[src/rtl/pcs_pkg.sv]
package pcs_pkg;

    localparam int INSTR_W = 14;
    localparam int DATA_W  = 8;
    localparam int FIELD_W = 10;

    localparam logic [INSTR_W-1:0] RET_WORD = 14'h1004;

    typedef enum logic [1:0] {
        SRC_LONG,
        SRC_NINE,
        SRC_BYTE,
        SRC_STACK
    } tgt_src_e;

    typedef struct packed {
        logic               taken;
        logic               push;
        logic               pop;
        logic               lit;
        tgt_src_e           src;
        logic [FIELD_W-1:0] fld;
    } br_ctl_t;

    function automatic br_ctl_t classify(input logic [INSTR_W-1:0] w);
        br_ctl_t c;
        c       = '0;
        c.src   = SRC_LONG;
        c.fld   = w[FIELD_W-1:0];
        if (w[13:10] == 4'b1010) begin
            c.taken = 1'b1;
        end else if (w[13:10] == 4'b1000) begin
            c.taken = 1'b1;
            c.push  = 1'b1;
        end else if (w[13:8] == 6'b110000) begin
            c.taken = 1'b1;
            c.push  = 1'b1;
            c.src   = SRC_BYTE;
        end else if (w[13:8] == 6'b110001) begin
            c.taken = 1'b1;
            c.pop   = 1'b1;
            c.lit   = 1'b1;
            c.src   = SRC_STACK;
        end else if (w[13:9] == 5'b11001) begin
            c.taken = 1'b1;
            c.src   = SRC_NINE;
        end else if (w == RET_WORD) begin
            c.taken = 1'b1;
            c.pop   = 1'b1;
            c.src   = SRC_STACK;
        end
        return c;
    endfunction

endpackage

[src/rtl/pcs_decode.sv]
module pcs_decode
    import pcs_pkg::*;
(
    input  logic [INSTR_W-1:0] instr,
    output br_ctl_t            ctl
);

    always_comb begin
        ctl = classify(instr);
    end

endmodule

[src/rtl/pcs_stack.sv]
module pcs_stack #(
    parameter int W     = 9,
    parameter int DEPTH = 2
) (
    input  logic         clk,
    input  logic         rst,
    input  logic         push,
    input  logic         pop,
    input  logic [W-1:0] din,
    output logic [W-1:0] top
);

    logic [W-1:0] entry [DEPTH];

    for (genvar i = 0; i < DEPTH; i++) begin : g_ent
        if (i == 0) begin : g_head
            always_ff @(posedge clk) begin
                if (rst)       entry[i] <= '0;
                else if (push) entry[i] <= din;
                else if (pop)  entry[i] <= entry[i+1];
            end
        end else if (i == DEPTH - 1) begin : g_tail
            always_ff @(posedge clk) begin
                if (rst)       entry[i] <= '0;
                else if (push) entry[i] <= entry[i-1];
            end
        end else begin : g_mid
            always_ff @(posedge clk) begin
                if (rst)       entry[i] <= '0;
                else if (push) entry[i] <= entry[i-1];
                else if (pop)  entry[i] <= entry[i+1];
            end
        end
    end

    assign top = entry[0];

    // a pushed value becomes the newest entry
    assert_push_top_R11: assert property (@(posedge clk) disable iff (rst)
        push |=> (top == $past(din)));

endmodule

[src/rtl/pc_seq.sv]
module pc_seq
    import pcs_pkg::*;
#(
    parameter int PC_W  = 9,
    parameter int DEPTH = 2
) (
    input  logic               clk,
    input  logic               rst,
    input  logic [INSTR_W-1:0] instr,
    input  logic               pc_wr,
    input  logic [DATA_W-1:0]  alu_data,
    input  logic               skip_req,
    output logic [PC_W-1:0]    fetch_addr,
    output logic               flush,
    output logic               lit_valid,
    output logic [DATA_W-1:0]  lit_data
);

    localparam logic [PC_W-1:0] RESET_PC = '1;

    br_ctl_t         ctl;
    logic [PC_W-1:0] pc_q, pc_n, target, stk_top;
    logic            flush_q, flush_n, live;

    pcs_decode u_dec (
        .instr (instr),
        .ctl   (ctl)
    );

    assign live = !flush_q;

    pcs_stack #(.W(PC_W), .DEPTH(DEPTH)) u_stk (
        .clk  (clk),
        .rst  (rst),
        .push (live && ctl.push),
        .pop  (live && ctl.pop),
        .din  (pc_q),
        .top  (stk_top)
    );

    always_comb begin
        unique case (ctl.src)
            SRC_LONG:  target = PC_W'(ctl.fld);
            SRC_NINE:  target = PC_W'(ctl.fld[8:0]);
            SRC_BYTE:  target = PC_W'(ctl.fld[7:0]);
            default:   target = stk_top;
        endcase
    end

    always_comb begin
        pc_n    = pc_q + 1'b1;
        flush_n = 1'b0;
        if (live) begin
            if (ctl.taken) begin
                pc_n    = target;
                flush_n = 1'b1;
            end else if (pc_wr) begin
                pc_n    = PC_W'(alu_data);
                flush_n = 1'b1;
            end else if (skip_req) begin
                flush_n = 1'b1;
            end
        end
    end

    always_ff @(posedge clk) begin
        if (rst) begin
            pc_q    <= RESET_PC;
            flush_q <= 1'b0;
        end else begin
            pc_q    <= pc_n;
            flush_q <= flush_n;
        end
    end

    assign fetch_addr = pc_q;
    assign flush      = flush_q;
    assign lit_valid  = live && ctl.lit;
    assign lit_data   = ctl.fld[DATA_W-1:0];

    assert_reset_vector_R1: assert property (@(posedge clk)
        rst |=> (fetch_addr == RESET_PC) && !flush);

    assert_seq_count_R2: assert property (@(posedge clk) disable iff (rst)
        (!flush && !ctl.taken && !pc_wr && !skip_req)
        |=> !flush && (fetch_addr == PC_W'($past(fetch_addr) + 1'b1)));

    assert_alu_write_R8: assert property (@(posedge clk) disable iff (rst)
        (!flush && !ctl.taken && pc_wr) |=> (fetch_addr == PC_W'($past(alu_data))));

    assert_flush_after_branch_R9: assert property (@(posedge clk) disable iff (rst)
        (!flush && ctl.taken) |=> flush);

    assert_flush_single_R9: assert property (@(posedge clk) disable iff (rst)
        flush |=> !flush && (fetch_addr == PC_W'($past(fetch_addr) + 1'b1)));

    assert_skip_flush_R10: assert property (@(posedge clk) disable iff (rst)
        (!flush && !ctl.taken && !pc_wr && skip_req) |=> flush);

endmodule

[config.mk]
export PLATFORM = sky130hd
export DESIGN_NAME = pc_seq
export DESIGN_NICKNAME = d
export VERILOG_FILES = /design/src/rtl/pcs_pkg.sv /design/src/rtl/pcs_decode.sv /design/src/rtl/pcs_stack.sv /design/src/rtl/pc_seq.sv
export SDC_FILE = /design/constraint.sdc
export NUM_CORES = 1
export LEC_CHECK = 0
export ABC_AREA = 1
export BUFFER_PORTS_ARGS = -buffer_cell sky130_fd_sc_hd__buf_2
export CORE_MARGIN = 2
export CORE_UTILIZATION = 30
export CTS_BUF_LIST = sky130_fd_sc_hd__clkbuf_16
export DETAILED_ROUTE_END_ITERATION = 8
export HOLD_SLACK_MARGIN = 0.15
export RECOVER_POWER = 25
export SETUP_SLACK_MARGIN = 0.2
export SKIP_LAST_GASP = 1
export SYNTH_ARGS = -nofsm -noshare
export SYNTH_HDL_FRONTEND = slang
export SYNTH_SLANG_ARGS = --single-unit
export TNS_END_PERCENT = 100
[constraint.sdc]
create_clock -name clk -period 2.8 [get_ports clk]
set_clock_uncertainty 0.15 [all_clocks]
set_input_delay 0.14 -clock clk [delete_from_list [all_inputs] [get_ports clk]]
set_output_delay 0.14 -clock clk [all_outputs]
set_load 0.05 [all_outputs]
==> After elaboration in Yosys (flattened, before gate mapping) <==
Memories as Yosys holds them, arrays and structs flattened.
Cells that the tools add are included.
{ "word_totals": {"mem_bits_rw": 18, "n_memories": 1, "word_cells": 58, "ff_bits": 10, "output_inout_bits": 19, "inputBits": 26} }
{ "classes": {"n_mux": 36, "n_addsub": 1, "eq_ne": 8, "bitwise_logic": 3, "n_reduce_logical": 7} }
{ "mem_list": {"columns": ["name", "words", "word_bits", "read_ports", "rd_ports_with_merged_regs", "write_ports", "line", "text"], "rows": [
  ["u_stk.entry", 2, 9, 2, 0, 2, "pcs_stack.sv:13", "logic [W-1:0] entry [DEPTH];"]
]} }
{ "ops": {"columns": ["cell", "count"], "rows": [
  ["9-bit two-way mux", 6],
  ["1-bit two-way mux", 21],
  ["9-bit case mux with 2 select lines", 1],
  ["14-bit by 13-bit equality test with 1-bit output, second input constant", 1],
  ["6-bit equality test, second input constant", 2],
  ["2-bit two-way mux", 6],
  ["9-bit by 1-bit adder with 9-bit output, second input constant", 1],
  ["4-bit equality test, second input constant", 2],
  ["5-bit equality test, second input constant", 1],
  ["5-bit two-way mux", 1],
  ["4-bit two-way mux", 1],
  ["2-bit OR reduction", 2],
  ["1-bit logical AND", 3],
  ["1-bit OR", 3],
  ["2-bit by 1-bit equality test with 1-bit output, second input constant", 1],
  ["2-bit equality test, second input constant", 1],
  ["2-bit zero test", 1],
  ["1-bit zero test", 1]
]} }

==> Longest topological paths before layout <==
Gate-level depths: netlist of the first run.
{ "logic_depth": {"ltp_word": 13, "ltp_mapped": 12} }

==> Modules after synthesis <==
From an unflattened synthesis of the first run, not the netlist that was laid out.
{ "unflattened": {"hier_cells": 253, "hier_area_um2": 1791.7} }
{ "modules_own_cells": {"columns": ["mod", "cells_each", "seq_area_each_um2", "area_each_um2", "instances"], "rows": [
  ["pc_seq", 138, 200.2, 803.3, 1],
  ["pcs_stack", 72, 540.5, 767.0, 1],
  ["pcs_decode", 43, 0.0, 221.5, 1]
]} }

==> Worst setup path before layout of the first run <==
OpenSTA, ideal clock, no wires.
{ "synth_timing": {"path_kind": "register -> register", "start": "reg pc_q[0], in the netlist fetch_addr[0]", "end": "reg pc_q[8], in the netlist fetch_addr[8]", "setup_slack_ps": 804, "required_time_ps": 2538, "arrival_time_ps": 1734, "path_stages_with_launch": 10, "synth_period_minus_slack_ps": 1996, "n_path_buf": 0, "path_cell_list": "dfxtp_1 > ha_1 > nand3_1 > nor2_1 > nand3_1 > nor2_1 > xor2_1 > nand2_1 > nand2_1 > nand2_1"} }
{ "synth_between": {"elab_chain_len": 4} }
{ "synth_rtl": {"columns": ["item", "line", "text"], "rows": [
  ["start, declared", "pc_seq.sv:22", "logic [PC_W-1:0] pc_q, pc_n, target, stk_top;"],
  ["start signal, assigned", "pc_seq.sv:71", "pc_q <= pc_n;"],
  ["9-bit by 1-bit adder with 9-bit output (*)", "pc_seq.sv:51", "pc_n = pc_q + 1'b1;"],
  ["9-bit two-way mux", "pc_seq.sv:57", "end else if (pc_wr) begin"],
  ["9-bit two-way mux", "pc_seq.sv:54", "if (ctl.taken) begin"],
  ["9-bit two-way mux (*)", "pc_seq.sv:53", "if (live) begin"]
]} }
Mark *: on every way between the ends. The rest lies on a longest branch, timed or not.
A chain may end at the register's enable or synchronous reset.

==> Worst setup path in the final report of the first run <==
{ "layout_timing": {"start": "in instr[7]", "end": "reg pc_q[0], in the netlist fetch_addr[0]"} }
{ "layout_between": {"elab_chain_len": 12, "elab_cells_between_ends": 20} }
{ "layout_rtl": {"columns": ["item", "line", "text"], "rows": [
  ["start, declared", "pc_seq.sv:9", "input logic [INSTR_W-1:0] instr,"],
  ["14-bit by 13-bit equality test with 1-bit output (*)", "pcs_pkg.sv:47", "end else if (w == RET_WORD) begin"],
  ["2-bit two-way mux", "pcs_pkg.sv:47", null],
  ["2-bit two-way mux", "pcs_pkg.sv:44", "end else if (w[13:9] == 5'b11001) begin"],
  ["2-bit two-way mux", "pcs_pkg.sv:39", "end else if (w[13:8] == 6'b110001) begin"],
  ["2-bit two-way mux", "pcs_pkg.sv:35", "end else if (w[13:8] == 6'b110000) begin"],
  ["4-bit two-way mux", "pcs_pkg.sv:32", "end else if (w[13:10] == 4'b1000) begin"],
  ["5-bit two-way mux", "pcs_pkg.sv:30", "if (w[13:10] == 4'b1010) begin"],
  ["2-bit by 1-bit equality test with 1-bit output or 2-bit zero test (tied branches)", "pc_seq.sv:42", "unique case (ctl.src)"],
  ["2-bit OR reduction (no source line)", null, null],
  ["9-bit case mux with 2 select lines", "pc_seq.sv:42", null],
  ["9-bit two-way mux (*)", "pc_seq.sv:54", null],
  ["9-bit two-way mux (*)", "pc_seq.sv:53", null]
]} }
Marks and branches as above.

==> out/results.ini, run 1 <==
[power_and_ir_drop]
leakagePower_uw = 0.00107
power_density_mw_per_mm2 = 543
vdd_ir_drop_max_uv = 256

[placement]
dpl.hpwl_microns = 3440
place_inst = 355
gp_congestion = 0.815
io_buffers = 44

[die]
die_h_microns = 81.6
coreArea_sq_mm = 0.00589
dieWidth_microns = 81.6
initial_core_util = 0.307
die_area_sq_mm = 0.00666
ios = 45
rows = 28

[routing]
antenna_left = 0
drcViolationCount = 0
drt_iter0_drc = 92
drt-vias-per-instance = 4.55
first_pass_iters = 4
routed_wl_microns = 4530
num_vias = 1682
routedWlPerCell_microns = 12.2

[yosys]
netlist_area_sq_mm = 0.00181
synth-async-reset-ratio = 0
synth.avg_cell_area_sq_um = 7.32
synth_top_area_frac = 0.299
synth_edf_count = 18
synthTopCellsByCount = nand2_1 (61), inv_1 (39), nor2_1 (33), nand3_1 (22), edfxtp_1 (18)
synth.most_common_cell = nand2_1
ys_ff_latch = 28
yosysTopAreaCell = edfxtp_1
ys_types = 31
synthesis.nets = 274
yosys_warnings = 0
synth.area.top_cells = edfxtp_1 (30%), nand2_1 (13%), dfxtp_1 (11%)
syn_inst = 247
ys.flop_type = edfxtp_1
synth_seq_area_share = 0.410

[sta]
rsz0062_at_grt = false
worst_pin_slew_ns = 0.610
drv_slew = 0
slew_headroom = 0.595
max_freq_mhz = 438
fin_crit_ns = 2.28
final_hold_viol_count = 0
setup_tns_ns = 0
setup-violations-final = 0
post-route-period-util = 0.815

[finish]
num-nets-final = 323
area_growth_pct = 21.9
n_antenna_cell = 0
stdcell_count = 370
n_fill_cell = 648
layout-drive-gt1-share = 0.169

[worst_setup_path]
arrival_ns = 2.30
critPathMaxFanout = 16
crit_required_ns = 2.81
worst-setup-path-type = in -> reg
start_kind = primary input
end_kind = register

[clock_network]
cts_sinks = 28
insertion_delay_ns = 0.26
cts-root-buf = clkbuf_16
cts_tree = built
clockBufferDepth = 2
cts_buffers = 3
cts_htree_levels = 1
clk_pin_slew_ns = 0.07
postCtsSetupRepairBufs = 0

[job]
maxCapViolCount = 0

[min_path]
hp-class = in -> reg

[global_routing]
grt_pass1_vias = 1511
grt_pass1_wl_microns = 7260
grtUsageTotal = 0.143
antenna_found_initial = 0
grt_max_degree = 19
grt_overflow = 0

[run_status]
status = finished, final reports clean

## power by group
part           total (uW)  leakage (uW)  switching, uW  internal (uW)
clock                 332     0.0000385            141            192
combinational         364      0.000758            256            108
sequential            501      0.000271           26.2            474
total                1200       0.00107            423            774
## routing by layer
metal / global-route usage / wire [microns]
met1: 0.197 / 2110
met2: 0.239 / 2140
met3: 0.0220 / 236
met4: 0.0267 / 41
met5: 0 / 0
## path summary, 6_finish.rpt
check / slack [ns] / from / cells past startpoint / endpoint
setup / recovery: 0.52 / instr[7] / 13 / fetch_addr[0]
hold / removal: 0.15 / instr[4] / 5 / fetch_addr[4]
setup reg to reg: 0.76 / fetch_addr[5] / 8 / fetch_addr[7]
hold reg to reg: 0.42 / u_stk.entry[0][8] / 2 / u_stk.entry[1][8]
## final cells by class
cell class | count | area, sq um | share of cell area
Multi-Input combinational cell | 164 | 812 | 0.368
Clock buffer | 3 | 75.1 | 0.0341
Clock inverter | 1 | 3.75 | 0.00170
Inverter | 43 | 161 | 0.0732
Tap cell | 75 | 93.8 | 0.0426
Sequential cell | 28 | 741 | 0.336
Timing Repair Buffer | 56 | 318 | 0.144
## cell families after synthesis
kind of cell               Yosys count  synth area share
AOI/OAI and AO/OA                   26            0.0830
xor gates and xnor gates             4            0.0194
adders and majority gates            1           0.00692
buffers and inverters               55             0.141
DFF                                 28             0.410
and+or+nand+nor                    133             0.340
## stage by stage
step / setup slack [ns] / util / area, sq um / hold WS, ns / total power [uW]
2_1_floorplan: 0.804 / - / 1810 / 0.0858 / 773
3_3_place_gp: 0.947 / 0.346 / 2040 / 0.268 / 859
3_5_place_dp: 0.898 / 0.346 / 2040 / 0.282 / 862
4_1_cts: 0.524 / 0.378 / 2220 / 0.152 / 1200
5_1_grt: 0.309 / 0.375 / 2200 / 0.168 / 1260
6_report: 0.517 / 0.375 / 2200 / 0.148 / 1200
## state kept, by name, summed over array words and instances (netlist names)
register / count
fetch_addr: 9
flush: 1
u_stk.entry: 18
## worst max-delay path, stage by stage
cell	delay [ns]
dlygate4sd3_1	0.53
buf_2	0.13
nor2_1	0.08
nand2_1	0.10
nor2_1	0.13
nand2_2	0.10
nand2_4	0.18
nand2_1	0.07
o21ai_0	0.09
nand2_1	0.08
nand3_1	0.07
dlygate4sd3_1	0.55
nand2_1	0.05
## cells in the final DEF (no fill, tap or decap), types with 2 or more instances in the layout
cell type | netlist | final
a21oi_1 | 3 | 3
buf_2 | 2 | 28
clkbuf_1 | 1 | 16
clkbuf_16 | 0 | 3
clkinv_1 | 1 | 2
dfxtp_1 | 10 | 10
dlygate4sd3_1 | 0 | 11
edfxtp_1 | 18 | 18
inv_1 | 39 | 39
inv_2 | 3 | 3
nand2_1 | 61 | 61
nand2_2 | 3 | 3
nand3_1 | 22 | 22
nand3_2 | 3 | 3
nor2_1 | 33 | 33
nor2_2 | 3 | 3
nor3_1 | 2 | 2
o21ai_0 | 10 | 10
o22ai_1 | 9 | 9
xor2_1 | 4 | 4
## repair_timing
action,in CTS,in global routing
endpoints found under the hold margin,7,0
hold buffers,11,0
gates resized for setup,0,0
Power figures use the tool's default switching activity.
==> inputs of run 2 (changes only) <==
==> constraint.sdc (replaced) <==
create_clock -name clk -period 1.96 [get_ports clk]
set_clock_uncertainty 0.15 [all_clocks]
set_input_delay 0.098 -clock clk [delete_from_list [all_inputs] [get_ports clk]]
set_output_delay 0.098 -clock clk [all_outputs]
set_load 0.05 [all_outputs]
==> run 2 against run 1 <==
Cell count grew 3.0%. Global-route usage grew 0.14 points. Sequential cell count is the same. Routed wire length grew 3.0%. Via count grew 2.1%. Die area is the same. Combinational power grew 47%. Critical endpoint is now u_stk.entry[0][6]. Critical path type unchanged. Largest cell class unchanged. Clock power grew 40%.
==> out/results.ini, run 2 (synthesis results as in run 1) <==
[run_status]
status = finished, final reports clean

[placement]
placed_area_sq_mm = 0.00205  ; +0.92%
dpl.hpwl_microns = 3470  ; +1.1%
place_inst = 356  ; +0.28%
io_buffers = 44  ; unchanged
gp_congestion = 0.765  ; -6.2%

[routing]
num_vias = 1717  ; +2.1%
routed_wl_microns = 4660  ; +3.0%
antenna_left = 0  ; unchanged
drcViolationCount = 0  ; unchanged
first_pass_iters = 4  ; unchanged
drt_iter0_drc = 93  ; +1.1%
drt-vias-per-instance = 4.51  ; -0.87%
routedWlPerCell_microns = 12.2  ; about the same

[worst_setup_path]
rr_worst_depth = 9  ; +1
path_buf_inv = 3  ; unchanged
start_kind = primary input
critPathMaxFanout = 10  ; -6
reg2reg_slack_ns = 0.37  ; -0.39 ns
path_delay_family = buffers and inverters
slowest_stage = dlygate4sd3_1
cp_cell_sequence = dlygate4sd3_1, buf_2, inv_2, nand3_4, nand3_1
crit_required_ns = 1.72  ; -1.09 ns
rr_endpoint = fetch_addr[8]
startpoint = rst
end_kind = register
r2r_start = fetch_addr[0]
arrival_ns = 1.49  ; -0.81 ns
worst-setup-path-type = in -> reg
critPathMaxStageDelay_ns = 0.54  ; about the same

[global_routing]
grt_pass1_wl_microns = 7450  ; +2.6%
antenna_found_initial = 0  ; unchanged
grt_max_degree = 19  ; unchanged
grt_overflow = 0  ; unchanged
grtUsageTotal = 0.144  ; +0.00139
grt_pass1_vias = 1601  ; +6.0%

[job]
maxCapViolCount = 0  ; unchanged

[die]
rows = 28  ; unchanged
die_area_sq_mm = 0.00666  ; unchanged
coreArea_sq_mm = 0.00589  ; unchanged
die_h_microns = 81.6  ; unchanged
ios = 45  ; unchanged
dieWidth_microns = 81.6  ; unchanged
initial_core_util = 0.307  ; unchanged

[sta]
final_hold_viol_count = 0  ; unchanged
drv_slew = 0  ; unchanged
fin_crit_ns = 1.73
max_freq_mhz = 579
worst_pin_slew_ns = 0.623  ; +0.0132 ns
slew_headroom = 0.587  ; -0.00875
rsz0062_at_grt = true
setup-violations-final = 0  ; unchanged
post-route-period-util = 0.881
setup_tns_ns = 0  ; unchanged

[power_and_ir_drop]
power_density_mw_per_mm2 = 732  ; +35%
power_frac_comb = 0.311  ; +0.007
seq_power_share = 0.419  ; about the same
vdd_ir_drop_max_uv = 344  ; +34%
leakagePower_uw = 0.00113  ; +5.5%
p_int_uw = 1120  ; +45%
p_switching_uw = 602  ; +42%
pwr-share-clk = 0.270  ; -0.008
p_sw_frac = 0.349  ; -0.00399

[min_path]
hold_start = instr[3]
hold_depth = 5  ; unchanged
hold_end = fetch_addr[3]
hp-class = in -> reg

[finish]
design_area_sq_mm = 0.00235  ; +6.8%
n_fill_cell = 628  ; -3.1%
top_register = u_stk.entry
largest_register_ffs = 18  ; unchanged
n_antenna_cell = 0  ; unchanged
num-nets-final = 334  ; +3.4%
layout_commonest_cell = nand2_1
stdcell_count = 381  ; +3.0%
layout-drive-gt1-share = 0.209  ; +0.0397
final_cell_mix = nand2_1 (61), inv_1 (39), nor2_1 (31)
area_growth_pct = 30.2

[clock_network]
cts-root-buf = clkbuf_16
clk_pin_slew_ns = 0.07  ; about the same
clockBufferDepth = 2  ; unchanged
cts_tree = built
cts_sinks = 28  ; unchanged
insertion_delay_ns = 0.26  ; about the same
cts_buffers = 3  ; unchanged
cts_htree_levels = 1  ; unchanged

[run 2: changes by cell type in the layout (fill, tap and decap cells not counted), sizes merged]
cell	delta
dlygate4sd3	+8
buf	+3
[run 2: per-stage QoR]
stage / util / setup WS [ns] / power, uW / hold WS [ns]
6_report: 0.400 / 0.234 / 1720 / 0.159
3_5_place_dp: 0.349 / 0.154 / 1230 / 0.226
3_3_place_gp: 0.349 / 0.215 / 1230 / 0.223
5_1_grt: 0.400 / 0.146 / 1820 / 0.207
2_1_floorplan: - / 0.196 / 1110 / 0.0431
4_1_cts: 0.395 / 0.227 / 1730 / 0.151
[run 2: routing by layer]
layer | vias to the layer above | part of all wire | global-route usage | routed length [microns]
met5 | - | 0 | 0 | 0
met4 | 0 | 0.010 | 0.0317 | 48
met3 | 6 | 0.037 | 0.0121 | 174
met2 | 41 | 0.49 | 0.244 | 2290
met1 | 771 | 0.46 | 0.201 | 2150
li1 | 899 | - | - | -
[run 2: worst max-delay path by stage]
stage	to	slack, ns	depth (start not counted)
CTS	fetch_addr[0]	0.23	11
global placement	u_stk.entry[0][5]	0.22	8
global route	fetch_addr[0]	0.15	12
floorplan	fetch_addr[8]	0.20	8
detailed placement	u_stk.entry[0][5]	0.15	8
finish	u_stk.entry[0][6]	0.23	5
[run 2: power groups by stage]
| stage | Sequential (uW) | Combinational, uW | Clock, uW |
|---|---|---|---|
| 2_1_floorplan | 829 | 279 | 0 |
| 3_3_place_gp | 730 | 500 | 0 |
| 3_5_place_dp | 733 | 502 | 0 |
| 4_1_cts | 720 | 537 | 471 |
| 5_1_grt | 728 | 596 | 493 |
| 6_report | 722 | 536 | 466 |
[run 2: layout make-up]
class / count / area [sq um] / share of cell area
Clock buffer: 3 / 75.1 / 0.0319
Clock inverter: 1 / 3.75 / 0.00159
Inverter: 43 / 161 / 0.0685
Multi-Input combinational cell: 164 / 848 / 0.360
Sequential cell: 28 / 752 / 0.319
Tap cell: 75 / 93.8 / 0.0399
Timing Repair Buffer: 67 / 420 / 0.179
[run 2: repair_timing]
item                       4_1_cts  5_1_grt
buffers inserted                 0        2
hold buffers                    19        0
resized for setup                0        8
hold endpoints to repair        10        0
setup endpoints to repair        0       13
[run 2: tightest hold or removal path, stage by stage]
cell     delay, ns
buf_2         0.11
o21ai_0       0.12
nand2_1       0.09
nand3_1       0.07
nand2_1       0.05
==> inputs of run 3 (changes only) <==
--- a/config.mk
+++ b/config.mk
@@ -15,6 +15,7 @@
 export RECOVER_POWER = 25
 export SETUP_SLACK_MARGIN = 0.2
 export SKIP_LAST_GASP = 1
+export SLEW_MARGIN = 20
 export SYNTH_ARGS = -nofsm -noshare
 export SYNTH_HDL_FRONTEND = slang
 export SYNTH_SLANG_ARGS = --single-unit
==> constraint.sdc (replaced) <==
create_clock -name clk -period 1.96 [get_ports clk]
set_clock_uncertainty 0.15 [all_clocks]
set_input_delay 0.392 -clock clk [delete_from_list [all_inputs] [get_ports clk]]
set_output_delay 0.392 -clock clk [all_outputs]
set_load 0.05 [all_outputs]
==> run 3 against run 2 <==
Register-to-register slack got worse by 0.09 ns. Hold slack improved by 0.097 ns. Routed wire length grew 3.2%. Fmax rose by 0.58%. Worst setup slack gained 0.010 ns. Clock power up 3%. Via count is 0.41% lower. Clock-buffer cell count did not move. Total power fell by 0.22%. Critical path depth shrank 4. Die area unchanged.
==> out/results.ini, run 3 (synthesis results as in run 1) <==
[die]
dieWidth_microns = 81.6  ; unchanged
die_h_microns = 81.6  ; unchanged
die_area_sq_mm = 0.00666  ; unchanged
ios = 45  ; unchanged
initial_core_util = 0.307  ; unchanged
coreArea_sq_mm = 0.00589  ; unchanged
rows = 28  ; unchanged

[routing]
antenna_left = 0  ; unchanged
first_pass_iters = 4  ; unchanged
drcViolationCount = 0  ; unchanged
num_vias = 1710  ; -0.41%
routedWlPerCell_microns = 13.0  ; +6.6%
routed_wl_microns = 4810  ; +3.2%
drt-vias-per-instance = 4.63  ; +2.8%
drt_iter0_drc = 91  ; -2.2%

[power_and_ir_drop]
p_int_uw = 1100  ; -1.8%
p_total_uw = 1720  ; -0.22%
power_frac_comb = 0.301  ; -0.010
seq_power_share = 0.419  ; about the same
p_switching_uw = 619  ; +2.8%
vdd_ir_drop_max_uv = 352  ; +2.5%
leakagePower_uw = 0.00108  ; -4.4%
p_sw_frac = 0.360  ; +0.0104
pwr-share-clk = 0.280  ; +0.010
power_density_mw_per_mm2 = 775  ; +5.9%

[global_routing]
grtUsageTotal = 0.154  ; +0.00986
grt_overflow = 0  ; unchanged
antenna_found_initial = 0  ; unchanged
grt_max_degree = 19  ; unchanged
grt_pass1_wl_microns = 7780  ; +4.4%
grt_pass1_vias = 1629  ; +1.7%

[sta]
fin_ws_ns = 0.244  ; +0.00998 ns
worst_pin_slew_ns = 0.604  ; -0.0184 ns
hold_ws_ns = 0.255  ; +0.0968 ns
setup-violations-final = 0  ; unchanged
max_freq_mhz = 583  ; +0.58%
post-route-period-util = 0.876  ; -0.00509
drv_slew = 0  ; unchanged
rsz0062_at_grt = true
final_hold_viol_count = 0  ; unchanged
slew_headroom = 0.599  ; +0.0122
setup_tns_ns = 0  ; unchanged
fin_crit_ns = 1.72  ; -0.00998 ns

[worst_setup_path]
end_kind = output pin
path_delay_family = buffers and inverters
reg2reg_slack_ns = 0.28  ; -0.09 ns
path_buf_inv = 1  ; -2
worst-setup-path-type = reg -> out
startpoint = fetch_addr[4]
critPathMaxStageDelay_ns = 0.49  ; -0.05 ns
path_depth = 1  ; -4
crit_required_ns = 1.42  ; -0.30 ns
arrival_ns = 1.17  ; -0.32 ns
rr_endpoint = fetch_addr[8]
slowest_stage = clkbuf_1
critPathMaxFanout = 5  ; -5
start_kind = register
rr_worst_depth = 9  ; unchanged
cp_cell_sequence = clkbuf_1
r2r_start = fetch_addr[0]

[clock_network]
cts_tree = built
cts-root-buf = clkbuf_16
insertion_delay_ns = 0.27  ; about the same
clk_pin_slew_ns = 0.07  ; about the same
clockBufferDepth = 2  ; unchanged
cts_sinks = 28  ; unchanged
cts_buffers = 3  ; unchanged
cts_htree_levels = 1  ; unchanged

[placement]
dpl.hpwl_microns = 3590  ; +3.3%
gp_congestion = 0.851  ; +11%
dp_slack_ns = 0.0466  ; -0.107 ns
place_inst = 360  ; +1.1%
io_buffers = 44  ; unchanged

[min_path]
hold_depth = 3  ; -2
hold_start = skip_req
hp-class = in -> reg
hold_end = flush

[job]
maxCapViolCount = 0  ; unchanged

[finish]
stdcell_count = 369  ; -3.1%
num-nets-final = 322  ; -3.6%
top_register = u_stk.entry
area_growth_pct = 22.7
n_antenna_cell = 0  ; unchanged
n_fill_cell = 646  ; +2.9%
final_cell_mix = nand2_1 (62), inv_1 (39), nor2_1 (30)
ff_latch_area_sq_um = 744  ; -1.0%
largest_register_ffs = 18  ; unchanged
layout_commonest_cell = nand2_1
multi_input_area_sq_um = 853  ; +0.59%
layout-drive-gt1-share = 0.235  ; +0.0255

[run_status]
status = finished, final reports clean

run 3: changes by cell type in the layout (fill, tap and decap cells not counted), moves of 2 or more:
cell | previous run | this run
dfxtp_4 | 2 | 0
buf_4 | 4 | 12
dlygate4sd3_1 | 19 | 0
dfxtp_1 | 5 | 7
run 3: worst max-delay path by stage:
| stage | end | slack [ns] |
|---|---|---|
| 3_3_place_gp | u_stk.entry[0][4] | 0.05 |
| 2_1_floorplan | fetch_addr[8] | 0.14 |
| 3_5_place_dp | u_stk.entry[0][4] | 0.05 |
| 5_1_grt | u_stk.entry[0][8] | 0.15 |
| 6_report | fetch_addr[4] | 0.24 |
| 4_1_cts | lit_valid | 0.20 |
run 3: cell type report:
| cell class | count | share of cell area |
|---|---|---|
| inverters | 43 | 0.0728 |
| repair buffers | 55 | 0.129 |
| clock inverters | 1 | 0.00169 |
| multi-input cells | 164 | 0.385 |
| well taps | 75 | 0.0423 |
| flip-flops and latches | 28 | 0.336 |
| clock buffers | 3 | 0.0338 |
run 3: worst register-to-register path: cells and delay by family, from the launching register on:
kind | cells | cell delay (ns)
adders and majority gates | 1 | 0.20
xor gates and xnor gates | 1 | 0.16
DFF | 1 | 0.37
and+or+nand+nor | 7 | 0.69
run 3: metrics by stage:
step / utilization / instance area [sq um]
final: 0.377 / 2220
after global routing: 0.377 / 2220
after CTS: 0.371 / 2180
after detailed placement: 0.355 / 2090
after global placement: 0.355 / 2090
after floorplan: - / 1820
run 3: timing repair:
action,4_1_cts,5_1_grt
resized for setup,1,7
buffers inserted,2,3
endpoints found under the setup margin,1,23
pin swaps,1,2
endpoints found under the hold margin,0,0
hold buffers,0,0
run 3: layer usage:
layer	GRT usage	vias up	share of wire
met3	0.0176	7	0.037
met4	0.0417	0	0.015
met1	0.208	783	0.47
met5	0	-	0
met2	0.261	44	0.48
li1	-	876	-
run 3: power by group through the flow:
stage	Sequential [uW]	Combinational [uW]	Clock [uW]
detailed placement	732	514	0
global route	727	574	506
CTS	719	519	487
global placement	729	513	0
floorplan	827	281	0
finish	720	518	482
